<file path="config.mk">
export PLATFORM = sky130hd
export DESIGN_NAME = barrel_sched
export DESIGN_NICKNAME = d
export VERILOG_FILES = /design/src/rtl/barrel_sched.sv
export SDC_FILE = /design/constraint.sdc
export NUM_CORES = 1
export LEC_CHECK = 0
export CORE_AREA = 2 2 157 159
export CTS_BUF_LIST = sky130_fd_sc_hd__clkbuf_8
export CTS_CLUSTER_SIZE = 24
export DETAILED_ROUTE_END_ITERATION = 10
export DIE_AREA = 0 0 159 161
export PLACE_DENSITY = 0.53
export SYNTH_ARGS = -nofsm -noshare
export SYNTH_HDL_FRONTEND = slang
export SYNTH_SLANG_ARGS = --single-unit
</file>
<file path="constraint.sdc">
create_clock -name clk -period 3.3 [get_ports clk]
set_input_delay 0.99 -clock clk [delete_from_list [all_inputs] [get_ports clk]]
set_output_delay 0.99 -clock clk [all_outputs]
set_load 0.02 [all_outputs]
</file>
<file path="src/rtl/barrel_sched.sv">
module barrel_sched #(
  parameter int NCTX = 6,
  parameter int PCW = 16,
  parameter logic [PCW-1:0] BOOT_PC = '0,
  localparam int CW = $clog2(NCTX)
) (
  input  logic            clk,
  input  logic            rst_n,
  input  logic            spawn_req,
  input  logic [PCW-1:0]  spawn_addr,
  input  logic [NCTX-1:0] exit_i,
  output logic            issue_valid,
  output logic [CW-1:0]   issue_ctx,
  output logic [PCW-1:0]  issue_pc,
  output logic            issue_sup,
  output logic            sup_suspended
);
  typedef enum logic [1:0] {FREE, SUPV, WORK} mode_t;
  localparam logic [CW-1:0] LAST = CW'(NCTX - 1);

  mode_t          mode_q [NCTX];
  mode_t          mode_n [NCTX];
  logic [PCW-1:0] pc_q [NCTX];
  logic [PCW-1:0] pc_n [NCTX];
  logic [PCW-1:0] saved_q, saved_n;
  logic           susp_q, susp_n;
  logic [CW-1:0]  slot_q;
  logic [NCTX-1:0] free_vec, sup_vec, work_vec, avail;
  logic [CW-1:0]  tgt;
  logic           have_tgt, resumed, do_spawn;

  for (genvar g = 0; g < NCTX; g++) begin : g_vec
    assign free_vec[g] = (mode_q[g] == FREE);
    assign sup_vec[g]  = (mode_q[g] == SUPV);
    assign work_vec[g] = (mode_q[g] == WORK);
  end

  assign avail         = free_vec | (work_vec & exit_i);
  assign issue_ctx     = slot_q;
  assign issue_valid   = !free_vec[slot_q];
  assign issue_sup     = sup_vec[slot_q];
  assign issue_pc      = pc_q[slot_q];
  assign sup_suspended = susp_q;
  assign do_spawn      = spawn_req && issue_sup;

  always_comb begin
    tgt = '0;
    have_tgt = 1'b0;
    for (int i = NCTX - 1; i >= 0; i--)
      if (avail[i]) begin
        tgt = CW'(i);
        have_tgt = 1'b1;
      end
  end

  always_comb begin
    for (int i = 0; i < NCTX; i++) begin
      mode_n[i] = mode_q[i];
      pc_n[i]   = pc_q[i];
    end
    saved_n = saved_q;
    susp_n  = susp_q;
    resumed = 1'b0;
    if (issue_valid) pc_n[slot_q] = pc_q[slot_q] + 1'b1;
    for (int i = 0; i < NCTX; i++)
      if (exit_i[i] && work_vec[i]) begin
        mode_n[i] = FREE;
        if (susp_q && !resumed) begin
          mode_n[i] = SUPV;
          pc_n[i]   = saved_q;
          susp_n    = 1'b0;
          resumed   = 1'b1;
        end
      end
    if (do_spawn) begin
      if (have_tgt) begin
        mode_n[tgt] = WORK;
        pc_n[tgt]   = spawn_addr;
      end else begin
        mode_n[slot_q] = WORK;
        pc_n[slot_q]   = spawn_addr;
        saved_n        = pc_q[slot_q] + 1'b1;
        susp_n         = 1'b1;
      end
    end
  end

  always_ff @(posedge clk) begin
    if (!rst_n) begin
      slot_q  <= '0;
      susp_q  <= 1'b0;
      saved_q <= '0;
      for (int i = 0; i < NCTX; i++) begin
        mode_q[i] <= (i == 0) ? SUPV : FREE;
        pc_q[i]   <= BOOT_PC;
      end
    end else begin
      slot_q  <= (slot_q == LAST) ? '0 : slot_q + 1'b1;
      susp_q  <= susp_n;
      saved_q <= saved_n;
      for (int i = 0; i < NCTX; i++) begin
        mode_q[i] <= mode_n[i];
        pc_q[i]   <= pc_n[i];
      end
    end
  end

  assert_one_sup_R1: assert property (@(posedge clk) disable iff (!rst_n)
    $countones(sup_vec) <= 1);

  assert_susp_no_sup_R4: assert property (@(posedge clk) disable iff (!rst_n)
    sup_suspended ? (sup_vec == '0) : ($countones(sup_vec) == 1));

  assert_rotation_R6: assert property (@(posedge clk) disable iff (!rst_n)
    1'b1 |=> issue_ctx == (($past(issue_ctx) == LAST) ? '0 : $past(issue_ctx) + 1'b1));

  assert_spawn_ignored_R2: assert property (@(posedge clk) disable iff (!rst_n)
    (spawn_req && !issue_sup && exit_i == '0) |=> free_vec == $past(free_vec));

  assert_resume_R5: assert property (@(posedge clk) disable iff (!rst_n)
    (sup_suspended && (exit_i & work_vec) != '0) |=> !sup_suspended);
endmodule

</file>
==> results of run 1 <==
==> path summary, 6_finish.rpt <==
check	from	to	slack (ns)	cells past startpoint
setup / recovery	issue_ctx[1]$_SDFF_PP0_	issue_sup	0.04	5
hold / removal	pc_q[4][7]$_SDFF_PN0_	pc_q[4][7]$_SDFF_PN0_	0.47	2
setup reg to reg	issue_ctx[1]$_SDFF_PP0_	pc_q[4][12]$_SDFF_PN0_	0.16	10
hold reg to reg	pc_q[4][7]$_SDFF_PN0_	pc_q[4][7]$_SDFF_PN0_	0.47	2
==> flip-flops by register name (all words and copies together), names as in the netlist <==
signal	flops
mode_q	12
sup_suspended	1
issue_ctx	3
pc_q	96
saved_q	16
==> cell usage in the layout (no fill, tap or decap), drive strengths merged, types with 26 or more instances in the layout <==
master,synthesis,routed
nand2,176,176
buf,27,138
dfxtp,128,128
nor2,92,92
a21oi,71,71
o211ai,68,68
o21ai,50,50
nand3,43,43
or3,29,29
clkdlybuf4s50,0,27
nor3,26,26
==> routing by layer <==
layer	vias to the layer above	global-route usage, %	routed length, µm
met3	101	4.78	2770
met4	0	12.9	1560
met2	464	41.7	15200
met1	4286	38.4	15900
met5	-	0	0
li1	4164	-	-
==> timing repair <==
action                     in CTS  in global routing
setup endpoints to repair      18                 13
hold buffers                    0                  0
pin swaps                       0                  1
cloned                          1                  0
setup buffers                   3                  3
gates resized for setup        47                 14
hold endpoints to repair        0                  0
==> power groups by stage <==
stage / Clock, mW / Combinational, mW / Sequential [mW]
2_1_floorplan: 0 / 0.573 / 1.68
3_3_place_gp: 0 / 0.985 / 1.71
4_1_cts: 1.64 / 1.01 / 1.66
3_5_place_dp: 0 / 0.985 / 1.70
6_report: 1.63 / 1.03 / 1.66
5_1_grt: 1.69 / 1.10 / 1.67
==> worst max-delay path: cells and delay by family, from the launching register on <==
kind	cells	cell delay, ns
buffers and inverters	2	0.54
flip-flops	1	0.47
AO/OA/AOI/OAI	1	0.31
AND/OR/NAND/NOR	2	0.48
==> logic make-up after synthesis <==
family / after synthesis / synth area share, %
buffers and inverters: 99 / 5.76
XOR/XNOR: 9 / 1.14
AO/OA/AOI/OAI: 326 / 28.4
AND/OR/NAND/NOR: 446 / 26.5
flip-flops: 128 / 31.1
adder cells (fa/ha/maj): 3 / 0.456
multiplexers: 42 / 6.60
==> final cells by class <==
cell class,instances,area [µm²]
inverters,17,63.8
well taps,324,405
fillers,2498,13600
clock buffers,19,262
flip-flops and latches,128,2570
repair buffers,178,1590
multi-input cells,826,5260
clock inverters,13,195
==> flow_summary.ini, run 1 <==
[worst_setup_path]
crit_slowest_cell = dfxtp_4
crit_fanout = 12
slowest_delay_ns = 0.47
crit_type = register to primary output
crit_chain = buf_6 -> nor3b_2 -> a32o_2 -> or3_1 -> dlygate4sd2_1
crit_arrival_ns = 2.27
worstPathRequired_ns = 2.31
end_kind = primary output
startpoint_type = register

[hold_path]
hp-class = register to register

[timing]
fin_hold_ws_ns = 0.472
finalWorstPathRequiredPeriod_ns = 3.26
clock_skew_ns = 0.0122
tightestPinTransition_ns = 1.03
rsz0062_at_grt = false
hold_violations = 0
setup_tns_ns = 0
slew_violations = 0
setup_viol = 0
worst_slack_ns = 0.0401
period_share_pct = 98.8
fmax_ghz = 0.307
relSlewSlack_pct = 31.1

[place]
place.gp.congestion = 0.901
hpwl_mm = 24.7
placed_cells = 1466
pre_cts_ws_ns = -0.232
port_buffers = 46
placed_cell_area_um2 = 9790

[logic_synthesis]
synth_seq_area_share_pct = 31.1
syn_inst = 1053
synth-edff-count = 0
synth_nets = 1081
syn_area_um2 = 8230
synthFlopType = dfxtp_1
synth_area_leaders = dfxtp_1 31%, nand2_1 8.0%, o211ai_1 6.0%, a21oi_1 4.3%, nor2_1 4.1%
synth-seq-cells = 128
yosysMostFrequentCell = nand2_1
synth.top_cell.area_share_pct = 31.1
ys_warn_count = 0
post-synth-top-area-cell = dfxtp_1
synth_common_cells = 175 x nand2_1, 128 x dfxtp_1, 89 x nor2_1, 71 x a21oi_1, 66 x o211ai_1
synth_area_per_cell_um2 = 7.82
async_flop_share_pct = 0
synth_cell_types = 99

[die]
num_io_pins = 47
coreArea_um2 = 24000
num_rows = 57
die_height_um = 161
die-width_um = 159
dieArea_um2 = 25600
start_util_pct = 34.4

[final_layout]
drive_gt1_share_pct = 21.3
stdcell_count = 1505
area_growth_pct = 25.6
fin_area_um2 = 10300
finish.utilization_pct = 43.1
antenna_cells = 0
final_nets = 1196

[clock_tree]
cts_tree = done
clk_pin_slew_ns = 0.08
ctsHtreeMaxLevel = 4
clock_path_buffers = 2
clock_latency_ns = 0.46
cts.sinks = 128
numCtsBuffers = 17
clock-root-buffer = clkbuf_8

[status]
status = complete, no violations

[detailed_routing]
routed_wl_mm = 35.5
ant_nets = 0
routed_via_density = 5.99
wire_per_inst_um = 23.6
firstDrtPassIters = 5
drcViolationCount = 0
vias = 9015
drt-initial-drc-count = 1000

[power_and_ir_drop]
p_leak_nw = 3.85
p_clk_share_pct = 37.7
combPwrFrac_pct = 23.8
p_seq_share_pct = 38.5
pwr_density_cell_nw_per_um2 = 418
p_total_mw = 4.32
peakVddDrop_uv = 199
switching_share_pct = 31.2
internal_power_mw = 2.97
netSwitchingPower_mw = 1.35

[grt]
grt_overflow = 0
antenna_found_initial = 0
grt_start_max_net_pins = 35
grt_pass1_wl_mm = 53.8
grt_pass1_vias = 8663
grt_usage_pct = 27.6

[job]
cap_violations = 0
(Power assumes the default switching activity.)
==> run 2: changes to the inputs <==
--- a/config.mk
+++ b/config.mk
@@ -11,6 +11,7 @@
 export DETAILED_ROUTE_END_ITERATION = 10
 export DIE_AREA = 0 0 159 161
 export PLACE_DENSITY = 0.53
+export RECOVER_POWER = 25
 export SYNTH_ARGS = -nofsm -noshare
 export SYNTH_HDL_FRONTEND = slang
 export SYNTH_SLANG_ARGS = --single-unit
==> run 2 against run 1 <==
Net effect: the run now ends with max-capacitance violations, max-slew violations left; clock skew is 0.00067 ns lower; flip-flop and latch count is the same; via count is 0.20% higher; core utilization decreased by 0.31 points; sequential power is essentially flat; critical endpoint is now pc_q[2][3]$_SDFF_PN0_; largest power group unchanged.
==> flow_summary.ini, run 2 (synthesis gave the netlist of run 1 again) <==
[status]
status = finished with violations
violations = max-capacitance violations, max-slew violations

[power_and_ir_drop]
internal_power_mw = 2.96
p_clk_share_pct = 37.7
pwr_density_cell_nw_per_um2 = 420
netSwitchingPower_mw = 1.34
combPwrFrac_pct = 23.6
p_seq_share_pct = 38.7
switching_share_pct = 31.2
p_leak_nw = 3.81
peakVddDrop_uv = 197

[detailed_routing]
routed_wl_mm = 35.4
vias = 9033
firstDrtPassIters = 5
routed_via_density = 6.00
wire_per_inst_um = 23.5
drt-initial-drc-count = 1001
ant_nets = 0
drcViolationCount = 0

[timing]
hold_violations = 0
slew_violations = 23
tightestPinTransition_ns = 1.61
worst_slack_ns = 0.0286
rsz0062_at_grt = false
clock_skew_ns = 0.0115
setup_tns_ns = 0
fmax_ghz = 0.306
setup_viol = 0
relSlewSlack_pct = -7.03
finalWorstPathRequiredPeriod_ns = 3.27
period_share_pct = 99.1

[job]
cap_violations = 1

[die]
dieArea_um2 = 25600
coreArea_um2 = 24000
die-width_um = 159
num_io_pins = 47
start_util_pct = 34.4
die_height_um = 161
num_rows = 57

[final_layout]
fillCellCount = 2507
largest_reg_flops = 96
ff_latch_area_um2 = 2570
most-common-layout-cells = 175 x nand2_1, 126 x dfxtp_1, 107 x buf_4
final_nets = 1196
area_growth_pct = 24.7
drive_gt1_share_pct = 20.7
fin_area_um2 = 10300
largest-register = pc_q
multiInputGateArea_um2 = 5250
layout_commonest_cell = nand2_1
antenna_cells = 0
reg_top3 = pc_q (96), saved_q (16), mode_q (12)

[grt]
grt_overflow = 0
grt_pass1_wl_mm = 53.8
grt_pass1_vias = 8663
grt_start_max_net_pins = 35
grt_usage_pct = 27.6
antenna_found_initial = 0

[hold_path]
hold_depth = 2
hp-class = register to register
min_to = pc_q[4][7]$_SDFF_PN0_
worstHoldStart = pc_q[4][7]$_SDFF_PN0_

[worst_setup_path]
crit_family = buffers and inverters
r2r_cells = 10
slowest_delay_ns = 1.13
reg2reg_slack_ns = 0.15
crit_slowest_cell = clkbuf_1
crit_type = primary input to register
worstPathRequired_ns = 3.62
end_kind = register
rr_endpoint = pc_q[4][12]$_SDFF_PN0_
reg2reg_from = issue_ctx[1]$_SDFF_PP0_
path_buf_inv = 3
crit_chain = clkbuf_1 -> clkinv_1 -> clkbuf_2 -> a2111oi_0
startpoint_type = primary input
crit_arrival_ns = 3.59
crit_fanout = 34

[place]
port_buffers = 46
placed_cell_area_um2 = 9790
pre_cts_ws_ns = -0.232
hpwl_mm = 24.7
place.gp.congestion = 0.901

[clock_tree]
numCtsBuffers = 17
ctsHtreeMaxLevel = 4
clock_latency_ns = 0.46
cts_tree = done
clk_pin_slew_ns = 0.08
cts.sinks = 128
clock-root-buffer = clkbuf_8
clock_path_buffers = 2
==> run 2: changes by cell type in the layout (fill, tap and decap cells not counted), moves of 3 or more <==
cell             before  now
buf_12               13   10
buf_4               115  107
clkbuf_1              0    6
clkbuf_2              4    8
clkdlybuf4s50_1      27   24
dlygate4sd3_1         0    3
==> run 2: power by group through the flow <==
stage | Sequential, mW | Combinational, mW | Clock [mW]
final | 1.66 | 1.02 | 1.62
after global routing | 1.67 | 1.08 | 1.69
after CTS | 1.66 | 1.01 | 1.64
after detailed placement | 1.70 | 0.985 | 0
after global placement | 1.71 | 0.985 | 0
after floorplan | 1.68 | 0.573 | 0
==> run 2: stage by stage <==
step                total power, mW  std cells  util [%]  hold WS (ns)
finish                         4.31       1505      42.8         0.470
global route                   4.44       1505      42.8         0.492
CTS                            4.31       1502      43.1         0.473
detailed placement             2.69       1466      40.8         0.458
global placement               2.69       1466      40.8         0.463
floorplan                      2.25       1053         -         0.447
==> run 2: how the worst max path moves through the flow <==
stage | startpoint | to | slack [ns] | cells past startpoint
after floorplan | issue_ctx[1]$_SDFF_PP0_ | pc_q[4][12]$_SDFF_PN0_ | 0.01 | 13
after global placement | exit_i[5] | saved_q[14]$_SDFFE_PN0P_ | -0.1 | 9
after detailed placement | exit_i[5] | pc_q[2][3]$_SDFF_PN0_ | -0.23 | 9
after CTS | issue_ctx[1]$_SDFF_PP0_ | issue_pc[8] | 0.002 | 6
after global routing | issue_ctx[1]$_SDFF_PP0_ | issue_pc[13] | 0.001 | 7
final | rst_n | pc_q[2][3]$_SDFF_PN0_ | 0.03 | 4
==> run 2: worst reg2reg max path, stage by stage, from the launching register on <==
cell and delay [ns]:
dfxtp_4 0.47, buf_6 0.15, mux2_2 0.33, mux4_2 0.50, ha_2 0.24, o2111a_1 0.15, o2111ai_2 0.21, and4b_4 0.28
mux2_4 0.33, o31ai_2 0.25, o22ai_1 0.11
==> run 2: metal layers <==
| layer | up-vias | GRT usage [%] | part of all wire (%) |
|---|---|---|---|
| li1 | 4171 | - | - |
| met1 | 4303 | 38.4 | 45 |
| met2 | 455 | 41.7 | 43 |
| met3 | 104 | 4.78 | 7.8 |
| met4 | 0 | 12.9 | 4.7 |
| met5 | - | 0 | 0 |
==> run 2: repair_timing <==
action / CTS / global route
buffers inserted: 3 / 3
pin swaps: 0 / 1
resized for setup: 47 / 14
hold buffers: 0 / 0
gates cloned: 1 / 0
endpoints found under the setup margin: 18 / 13
==> run 2: area by class of cell <==
cell class | count | share of cell area (%)
inverters | 17 | 0.622
well taps | 324 | 3.95
clock inverters | 13 | 1.90
multi-input cells | 826 | 51.2
flip-flops and latches | 128 | 25.0
repair buffers | 178 | 14.8
clock buffers | 19 | 2.55
